`src/rtl/sleep_seq_pkg.sv`:
```
package sleep_seq_pkg;

    typedef enum logic [2:0] {
        PH_AWAKE   = 3'd0,
        PH_ENTER   = 3'd1,
        PH_ASLEEP  = 3'd2,
        PH_EXIT    = 3'd3,
        PH_RECOVER = 3'd4
    } phase_e;

    typedef struct packed {
        phase_e phase;
        logic   err;
    } ctl_t;

endpackage

```
`src/rtl/sleep_sync.sv`:
```
module sleep_sync #(
    parameter int STAGES = 2
) (
    input  logic clk,
    input  logic rst_n,
    input  logic async_i,
    output logic sync_o
);
    logic [STAGES-1:0] chain_d, chain_q;

    generate
        if (STAGES == 1) begin : g_one
            always_comb chain_d = async_i;
        end else begin : g_many
            always_comb chain_d = {chain_q[STAGES-2:0], async_i};
        end
    endgenerate

    always_ff @(posedge clk or negedge rst_n) begin
        if (!rst_n) chain_q <= '0;
        else        chain_q <= chain_d;
    end

    assign sync_o = chain_q[STAGES-1];
endmodule

```
`src/rtl/sleep_rec_timer.sv`:
```
module sleep_rec_timer #(
    parameter int REC_CYC = 4
) (
    input  logic clk,
    input  logic rst_n,
    input  logic start,
    output logic zero
);
    localparam int CW = (REC_CYC < 2) ? 1 : $clog2(REC_CYC);

    logic [CW-1:0] cnt_d, cnt_q;

    always_comb begin
        cnt_d = cnt_q;
        if (start)              cnt_d = CW'(REC_CYC - 1);
        else if (cnt_q != '0)   cnt_d = cnt_q - 1'b1;
    end

    always_ff @(posedge clk or negedge rst_n) begin
        if (!rst_n) cnt_q <= '0;
        else        cnt_q <= cnt_d;
    end

    assign zero = (cnt_q == '0);
endmodule

```
`src/rtl/sleep_seq.sv`:
```
module sleep_seq
    import sleep_seq_pkg::*;
#(
    parameter int NUM_SEL     = 5,
    parameter int REC_CYC     = 4,
    parameter int SYNC_STAGES = 2
) (
    input  logic               clk,
    input  logic               rst_n,
    input  logic               sleep_req,
    input  logic [NUM_SEL-1:0] sel_i,
    output logic               sleep_active,
    output logic               access_inhibit,
    output logic               err_flag
);
    ctl_t ctl_d, ctl_q;
    logic req_s;
    logic tmr_start;
    logic tmr_zero;
    logic any_sel;
    logic viol;

    sleep_sync #(.STAGES(SYNC_STAGES)) u_sync (
        .clk    (clk),
        .rst_n  (rst_n),
        .async_i(sleep_req),
        .sync_o (req_s)
    );

    sleep_rec_timer #(.REC_CYC(REC_CYC)) u_timer (
        .clk  (clk),
        .rst_n(rst_n),
        .start(tmr_start),
        .zero (tmr_zero)
    );

    assign any_sel = |sel_i;

    always_comb begin
        ctl_d     = ctl_q;
        tmr_start = 1'b0;
        viol      = 1'b0;
        unique case (ctl_q.phase)
            PH_AWAKE: begin
                if (req_s) ctl_d.phase = PH_ENTER;
            end
            PH_ENTER: begin
                viol        = any_sel;
                ctl_d.phase = PH_ASLEEP;
            end
            PH_ASLEEP: begin
                if (!req_s) ctl_d.phase = PH_EXIT;
            end
            PH_EXIT: begin
                tmr_start   = 1'b1;
                ctl_d.phase = PH_RECOVER;
            end
            PH_RECOVER: begin
                viol = any_sel;
                if (tmr_zero) ctl_d.phase = PH_AWAKE;
            end
            default: ctl_d.phase = PH_AWAKE;
        endcase
        ctl_d.err = ctl_q.err | viol;
    end

    always_ff @(posedge clk or negedge rst_n) begin
        if (!rst_n) ctl_q <= '{phase: PH_AWAKE, err: 1'b0};
        else        ctl_q <= ctl_d;
    end

    assign sleep_active   = (ctl_q.phase == PH_ASLEEP) || (ctl_q.phase == PH_EXIT);
    assign access_inhibit = (ctl_q.phase != PH_AWAKE);
    assign err_flag       = ctl_q.err;
endmodule

```
`config.mk`:
```
export PLATFORM = sky130hd
export DESIGN_NAME = sleep_seq
export DESIGN_NICKNAME = d
export VERILOG_FILES = /design/src/rtl/sleep_seq_pkg.sv /design/src/rtl/sleep_sync.sv /design/src/rtl/sleep_rec_timer.sv /design/src/rtl/sleep_seq.sv
export SDC_FILE = /design/constraint.sdc
export NUM_CORES = 1
export LEC_CHECK = 0
export BUFFER_PORTS_ARGS = -buffer_cell sky130_fd_sc_hd__buf_2
export CAP_MARGIN = 5
export CORE_AREA = 2 2 39 41
export DETAILED_ROUTE_END_ITERATION = 10
export DIE_AREA = 0 0 41 43
export PLACE_DENSITY = 0.56
export SYNTH_ARGS = -nofsm -noshare
export SYNTH_HDL_FRONTEND = slang
export SYNTH_SLANG_ARGS = --single-unit
export TNS_END_PERCENT = 30
```
`constraint.sdc`:
```
create_clock -name clk -period 3.7 [get_ports clk]
set_input_delay 0.37 -clock clk [delete_from_list [all_inputs] [get_ports clk]]
set_output_delay 0.37 -clock clk [all_outputs]
set_load 0.02 [all_outputs]
```
==> results of run 1 <==
==> state kept, by name (all words and copies together) (netlist names) <==
register and cells:
u_sync.chain_q 2, err_flag 1, ctl_q 3, u_timer.cnt_q 2
==> synth_stat cells <==
cell type / n / area (um2)
a211oi_1: 1 / 7.51
dfrtp_1: 8 / 200
ha_1: 1 / 12.5
inv_1: 2 / 7.51
nand2_1: 4 / 15.0
nor2_1: 2 / 7.51
nor2b_1: 1 / 6.26
nor3_1: 2 / 10.0
o211ai_1: 1 / 7.51
or2_2: 1 / 6.26
or3_2: 1 / 7.51
or4b_1: 1 / 10.0
xnor2_1: 3 / 26.3
xor2_1: 1 / 8.76
==> repair_timing <==
action | in CTS | in global routing
hold buffers | 1 | 0
gates resized for setup | 0 | 0
setup endpoints to repair | 0 | 0
setup buffers | 0 | 0
endpoints found under the hold margin | 8 | 0
==> power by group through the flow <==
stage                     clock [W]  sequential (W)  combinational (W)
final                     0.0000678        0.000143           0.000129
after global routing      0.0000778        0.000147           0.000146
after CTS                 0.0000726        0.000143           0.000132
after detailed placement          0        0.000145           0.000130
after global placement            0        0.000142           0.000127
after floorplan                   0        0.000139          0.0000982
==> area by class of cell <==
type | instances | area [um2]
Fill cell | 149 | 948
Sequential cell | 8 | 200
Multi-Input combinational cell | 19 | 125
Timing Repair Buffer | 11 | 60.1
Clock buffer | 3 | 22.5
Tap cell | 16 | 20.0
Inverter | 2 | 7.51
==> path summary, 6_finish.rpt <==
kind,start,endpoint,cells after the start
worst max-delay path,ctl_q[1]$_DFFE_PN0P_,access_inhibit,2
worst min-delay path,sleep_req,u_sync.chain_q[0]$_DFF_PN0_,1
worst max register to register,u_timer.cnt_q[0]$_DFFE_PN0P_,ctl_q[3]$_DFFE_PN0P_,4
worst min register to register,u_sync.chain_q[0]$_DFF_PN0_,u_sync.chain_q[1]$_DFF_PN0_,0
max in group asynchronous,rst_n,u_timer.cnt_q[1]$_DFFE_PN0P_,2
min in group asynchronous,rst_n,err_flag$_DFF_PN0_,2
==> logic make-up (layout without fill, tap and decap cells) <==
logic type | after synthesis | after routing | synth area share [%]
simple gates | 12 | 12 | 18.8
compound gates | 2 | 2 | 4.51
xor+xnor | 4 | 4 | 10.5
flops | 8 | 8 | 60.1
buf+inv | 2 | 16 | 2.26
fa+ha+maj | 1 | 1 | 3.76
==> metal layers <==
| metal | GRT usage [%] | share of wire [%] | routed length [um] |
|---|---|---|---|
| met5 | 0 | 0 | 0 |
| met4 | 4.00 | 1.4 | 8 |
| met2 | 8.75 | 40 | 226 |
| met3 | 6.28 | 7.6 | 43 |
| met1 | 10.4 | 51 | 289 |
==> per-stage QoR <==
step / total power [W] / util, % / instances / hold WS (ps)
3_5_place_dp: 0.000275 / 29.1 / 55 / 219
3_3_place_gp: 0.000269 / 29.1 / 55 / 218
2_1_floorplan: 0.000237 / - / 29 / 74.4
4_1_cts: 0.000348 / 31.5 / 59 / 207
6_report: 0.000340 / 31.5 / 59 / 219
5_1_grt: 0.000371 / 31.5 / 59 / 207
==> worst max-delay path, cell delays in order, from the launching register on <==
cell	delay (ps)
dfrtp_1	430
or3_2	480
buf_2	170
==> flow_metrics.env, run 1 <==
export IMPL_cts_tree="built"
export IMPL_drt_iter0_markers=3
export IMPL_fin_crit_sh_pct=46.1
export IMPL_grt_max_degree=9
export IMPL_cts_buffer_depth=2
export IMPL_grt_antenna_before_repair=0
export IMPL_crit_type="reg2out"
export IMPL_die_h_um=43
export IMPL_wl_per_cell_um=9.61
export IMPL_grt_first_pass_wirelength_um=848
export IMPL_vias=245
export IMPL_antenna_diode_count=0
export IMPL_drv_slew=0
export IMPL_tns_ps=0
export IMPL_core_um2=1380
export IMPL_io_pins=11
export IMPL_drtPass1Iterations=2
export IMPL_p_clk_share_pct=20.0
export IMPL_area_delta_synth_final_pct=30.8
export IMPL_fin_nets=54
export IMPL_groute_usage_overall_pct=7.83
export IMPL_setup_viol=0
export IMPL_viasPerCell=4.15
export IMPL_antenna_left=0
export IMPL_netlist_instances=29
export IMPL_postPlaceCellArea_um2=403
export IMPL_drv_cap=0
export IMPL_arrival_ps=1340
export IMPL_grt_ovfl_total=0
export IMPL_worstPathRequired_ps=3330
export IMPL_power_density_nw_per_um2=780
export IMPL_place_gp_congestion=0.573
export IMPL_tightest_slew_ps=197
export IMPL_synth_area_um2=333
export IMPL_p_int_w=0.000215
export IMPL_yosysSeqAreaShare_pct=60.2
export IMPL_yosys_warnings=0
export IMPL_hold_violations=0
export IMPL_status="finished clean"
export IMPL_detailed_place_hpwl_um=419
export IMPL_synth_cell_type_count=14
export IMPL_cts_buffers=3
export IMPL_place_ws_ps=2270
export IMPL_power_leakage_nw=0.207
export IMPL_pwr_share_comb_pct=37.9
export IMPL_mostFrequentLayoutCells="10 x buf_2, 8 x dfrtp_1, 4 x nand2_1"
export IMPL_p_switching_w=0.000124
export IMPL_switching_share_pct=36.6
export IMPL_endpoint_kind="output port"
export IMPL_fp_dieW_um=41
export IMPL_yosys_register_bits=8
export IMPL_min_period_ps=1710
export IMPL_crit_fanout=6
export IMPL_initial_core_util_pct=24.1
export IMPL_drcViolationCount=0
export IMPL_synthesis_nets=38
export IMPL_hold_path_class="in2reg"
export IMPL_portBuffers=10
export IMPL_fmax_mhz=586
export IMPL_start_kind="flip-flop"
export IMPL_setup_ws_ps=1990
export IMPL_rows=14
export IMPL_reg2reg_slack_ps=2440
export IMPL_final_area_um2=435
export IMPL_rsz0062_at_grt="false"
export IMPL_htree_levels=1
export IMPL_clockRootBuffer="clkbuf_4"
export IMPL_dieArea_um2=1760
export IMPL_clkTransAtPathRegs_ps=60
export IMPL_layout_commonest_cell="buf_2"
export IMPL_fin_skew_ps=4.82
export IMPL_drive_gt1_share_pct=34.9
export IMPL_max_slew_margin_rel_pct=86.9
export IMPL_grt_pass1_vias=206
export IMPL_postRouteWirelength_um=567
export IMPL_seq_power_share_pct=42.1
export IMPL_insertion_delay_ps=260
export IMPL_peakVddDrop_v=0.000279
export IMPL_syn_avg_cell_area_um2=11.5
export IMPL_cts_sinks=8
(Power assumes the default switching activity.)
==> run 2: changes to the inputs <==
--- a/config.mk
+++ b/config.mk
@@ -5,12 +5,13 @@
 export SDC_FILE = /design/constraint.sdc
 export NUM_CORES = 1
 export LEC_CHECK = 0
+export ABC_AREA = 1
 export BUFFER_PORTS_ARGS = -buffer_cell sky130_fd_sc_hd__buf_2
 export CAP_MARGIN = 5
 export CORE_AREA = 2 2 39 41
 export DETAILED_ROUTE_END_ITERATION = 10
 export DIE_AREA = 0 0 41 43
-export PLACE_DENSITY = 0.56
+export PLACE_DENSITY = 0.58
 export SYNTH_ARGS = -nofsm -noshare
 export SYNTH_HDL_FRONTEND = slang
 export SYNTH_SLANG_ARGS = --single-unit
==> constraint.sdc (replaced) <==
create_clock -name clk -period 1.69 [get_ports clk]
set_input_delay 0.169 -clock clk [delete_from_list [all_inputs] [get_ports clk]]
set_output_delay 0.169 -clock clk [all_outputs]
set_load 0.02 [all_outputs]
==> flow_metrics.env, run 2 <==
export IMPL_arrival_ps=1150
export IMPL_grt_first_pass_wirelength_um=979
export IMPL_min_to="u_sync.chain_q[0]$_DFF_PN0_"
export IMPL_rows=14
export IMPL_regMostFlops="ctl_q"
export IMPL_hold_buffers=1
export IMPL_hold_violations=0
export IMPL_cts_buffer_depth=2
export IMPL_htree_levels=1
export IMPL_grt_ovfl_total=0
export IMPL_yosys_warnings=0
export IMPL_cts_resized=0
export IMPL_setup_viol=0
export IMPL_mostFrequentLayoutCells="14 x nand2_1, 10 x buf_2, 8 x inv_1, 8 x dfrtp_1, 7 x nand3_1"
export IMPL_p_switching_w=0.000300
export IMPL_reg2reg_slack_ps=650
export IMPL_drtPass1Iterations=4
export IMPL_cts_sinks=8
export IMPL_switching_share_pct=39.7
export IMPL_syn_avg_cell_area_um2=8.13
export IMPL_status="finished clean"
export IMPL_synth_top_cell_area_share_pct=55.9
export IMPL_drive_gt1_share_pct=24.1
export IMPL_netlist_instances=44
export IMPL_synthesis_nets=53
export IMPL_tightest_slew_ps=181
export IMPL_worstPathRequired_ps=1520
export IMPL_rsz0062_at_grt="false"
export IMPL_peakVddDrop_v=0.000525
export IMPL_grt_antenna_before_repair=0
export IMPL_p_total_w=0.000756
export IMPL_fin_cells=74
export IMPL_synth_area_um2=358
export IMPL_multi_input_area_um2=128
export IMPL_ys_top_cells_by_count="14 x nand2_1, 8 x dfrtp_1, 8 x inv_1, 7 x nand3_1, 3 x nor2_1"
export IMPL_largest_reg_flops=3
export IMPL_max_slew_margin_rel_pct=87.9
export IMPL_grt_max_degree=9
export IMPL_detailed_place_hpwl_um=473
export IMPL_power_leakage_nw=0.264
export IMPL_drv_slew=0
export IMPL_endpoint_kind="output port"
export IMPL_yosysTopAreaCell="dfrtp_1"
export IMPL_drv_cap=0
export IMPL_viasPerCell=4.07
export IMPL_start_kind="flip-flop"
export IMPL_die_h_um=43
export IMPL_fin_crit_sh_pct=78.2
export IMPL_cts_buffers=3
export IMPL_cts_tree="built"
export IMPL_grt_pass1_vias=278
export IMPL_whs_path_depth=1
export IMPL_fp_dieW_um=41
export IMPL_clockRootBuffer="clkbuf_4"
export IMPL_layout_commonest_cell="nand2_1"
export IMPL_seqCellArea_um2=200
export IMPL_crit_fanout=5
export IMPL_dieArea_um2=1760
export IMPL_wl_per_cell_um=7.45
export IMPL_r2r_start="u_timer.cnt_q[0]$_DFFE_PN0P_"
export IMPL_fmax_mhz=756
export IMPL_r2r_cells=6
export IMPL_rr_endpoint="ctl_q[1]$_DFFE_PN0P_"
export IMPL_top_regs="ctl_q x3, u_sync.chain_q x2, u_timer.cnt_q x2"
export IMPL_drt_iter0_markers=3
export IMPL_fin_util_pct=33.3
export IMPL_p_clk_share_pct=17.4
export IMPL_placed_cells=70
export IMPL_seq_power_share_pct=39.5
export IMPL_synth_area_top_cells="dfrtp_1 56%, nand2_1 15%, nand3_1 9.8%"
export IMPL_vias=301
export IMPL_io_pins=11
export IMPL_power_density_nw_per_um2=1640
export IMPL_fin_nets=69
export IMPL_antenna_diode_count=0
export IMPL_synth_cell_type_count=9
export IMPL_synth_edff_count=0
export IMPL_portBuffers=10
export IMPL_postRouteWirelength_um=551
export IMPL_groute_usage_overall_pct=8.87
export IMPL_initial_core_util_pct=25.9
export IMPL_p_int_w=0.000456
export IMPL_antenna_left=0
export IMPL_fill_cells=147
export IMPL_yosysMostFrequentCell="nand2_1"
export IMPL_insertion_delay_ps=240
export IMPL_core_um2=1380
export IMPL_crit_type="reg2out"
export IMPL_drcViolationCount=0
export IMPL_async_reset_ff_share_pct=100
export IMPL_min_period_ps=1320
export IMPL_place_gp_congestion=0.667
export IMPL_post_cts_repair_setup_buffers=0
export IMPL_area_delta_synth_final_pct=28.7
export IMPL_pwr_share_comb_pct=43.1
export IMPL_hold_path_class="in2reg"
export IMPL_hold_start="sleep_req"
export IMPL_synth_top_flop_cell="dfrtp_1"
export IMPL_fin_skew_ps=0.0960
export IMPL_yosys_register_bits=8
export IMPL_clkTransAtPathRegs_ps=40
export IMPL_yosysSeqAreaShare_pct=55.9
export IMPL_tns_ps=0
[run 2: cell count changes after synthesis, sizes merged]
cell,change
xor2,-1
o211ai,-1
nand3,+7
or3,-1
nor2b,-1
inv,+6
o21ai,+1
nand2,+10
a211oi,-1
nor2,+2
nor3,-1
xnor2,-3
or4b,-1
or2,-1
[run 2: how the worst max path moves through the flow]
stage / from / to / slack (ps) / cells after the start
2_1_floorplan: ctl_q[1]$_DFFE_PN0P_ / sleep_active / 720 / 3
3_3_place_gp: ctl_q[3]$_DFFE_PN0P_ / sleep_active / 640 / 4
3_5_place_dp: ctl_q[1]$_DFFE_PN0P_ / sleep_active / 610 / 4
4_1_cts: ctl_q[1]$_DFFE_PN0P_ / sleep_active / 340 / 4
5_1_grt: ctl_q[1]$_DFFE_PN0P_ / sleep_active / 240 / 4
6_report: ctl_q[1]$_DFFE_PN0P_ / sleep_active / 370 / 4
[run 2: cell type report]
| type | count | area share, % |
|---|---|---|
| flip-flops and latches | 8 | 43.5 |
| multi-input cells | 28 | 27.7 |
| repair buffers | 11 | 13.0 |
| inverters | 8 | 6.52 |
| clock buffers | 3 | 4.89 |
| well taps | 16 | 4.35 |
[run 2: through the flow]
stage | hold slack (ps) | area [um2] | worst slack (ps)
global placement | 12.9 | 428 | 644
floorplan | -127 | 358 | 719
CTS | 25.8 | 460 | 340
global route | 29.1 | 460 | 241
detailed placement | 10.6 | 428 | 610
finish | 32.8 | 460 | 368
[run 2: routing by layer]
layer / vias to the layer above / part of all wire, % / global-route usage, %
met5: - / 0 / 0
met4: 0 / 6.2 / 12.0
met3: 4 / 4.2 / 1.57
met2: 5 / 48 / 11.6
met1: 129 / 41 / 9.80
li1: 163 / - / -
[run 2: logic make-up (layout without fill, tap and decap cells)]
family	count (synthesis)	count (layout)	share of synthesized area, %
AOI/OAI and AO/OA	1	1	1.40
DFF	8	8	55.9
and+or+nand+nor	26	26	30.8
adders and majority gates	1	1	3.50
buffers and inverters	8	22	8.39
[run 2: power groups by stage]
| stage | Clock (W) | Sequential, W | Combinational, W |
|---|---|---|---|
| 2_1_floorplan | 0 | 0.000293 | 0.000251 |
| 3_3_place_gp | 0 | 0.000298 | 0.000328 |
| 3_5_place_dp | 0 | 0.000301 | 0.000333 |
| 4_1_cts | 0.000141 | 0.000298 | 0.000336 |
| 5_1_grt | 0.000149 | 0.000303 | 0.000381 |
| 6_report | 0.000132 | 0.000299 | 0.000326 |
[run 2: critical path: stages, from the launching register on]
cell and delay [ps]:
dfrtp_1 400, nor2_2 200, nand2_1 90, nand2_1 60, buf_2 160
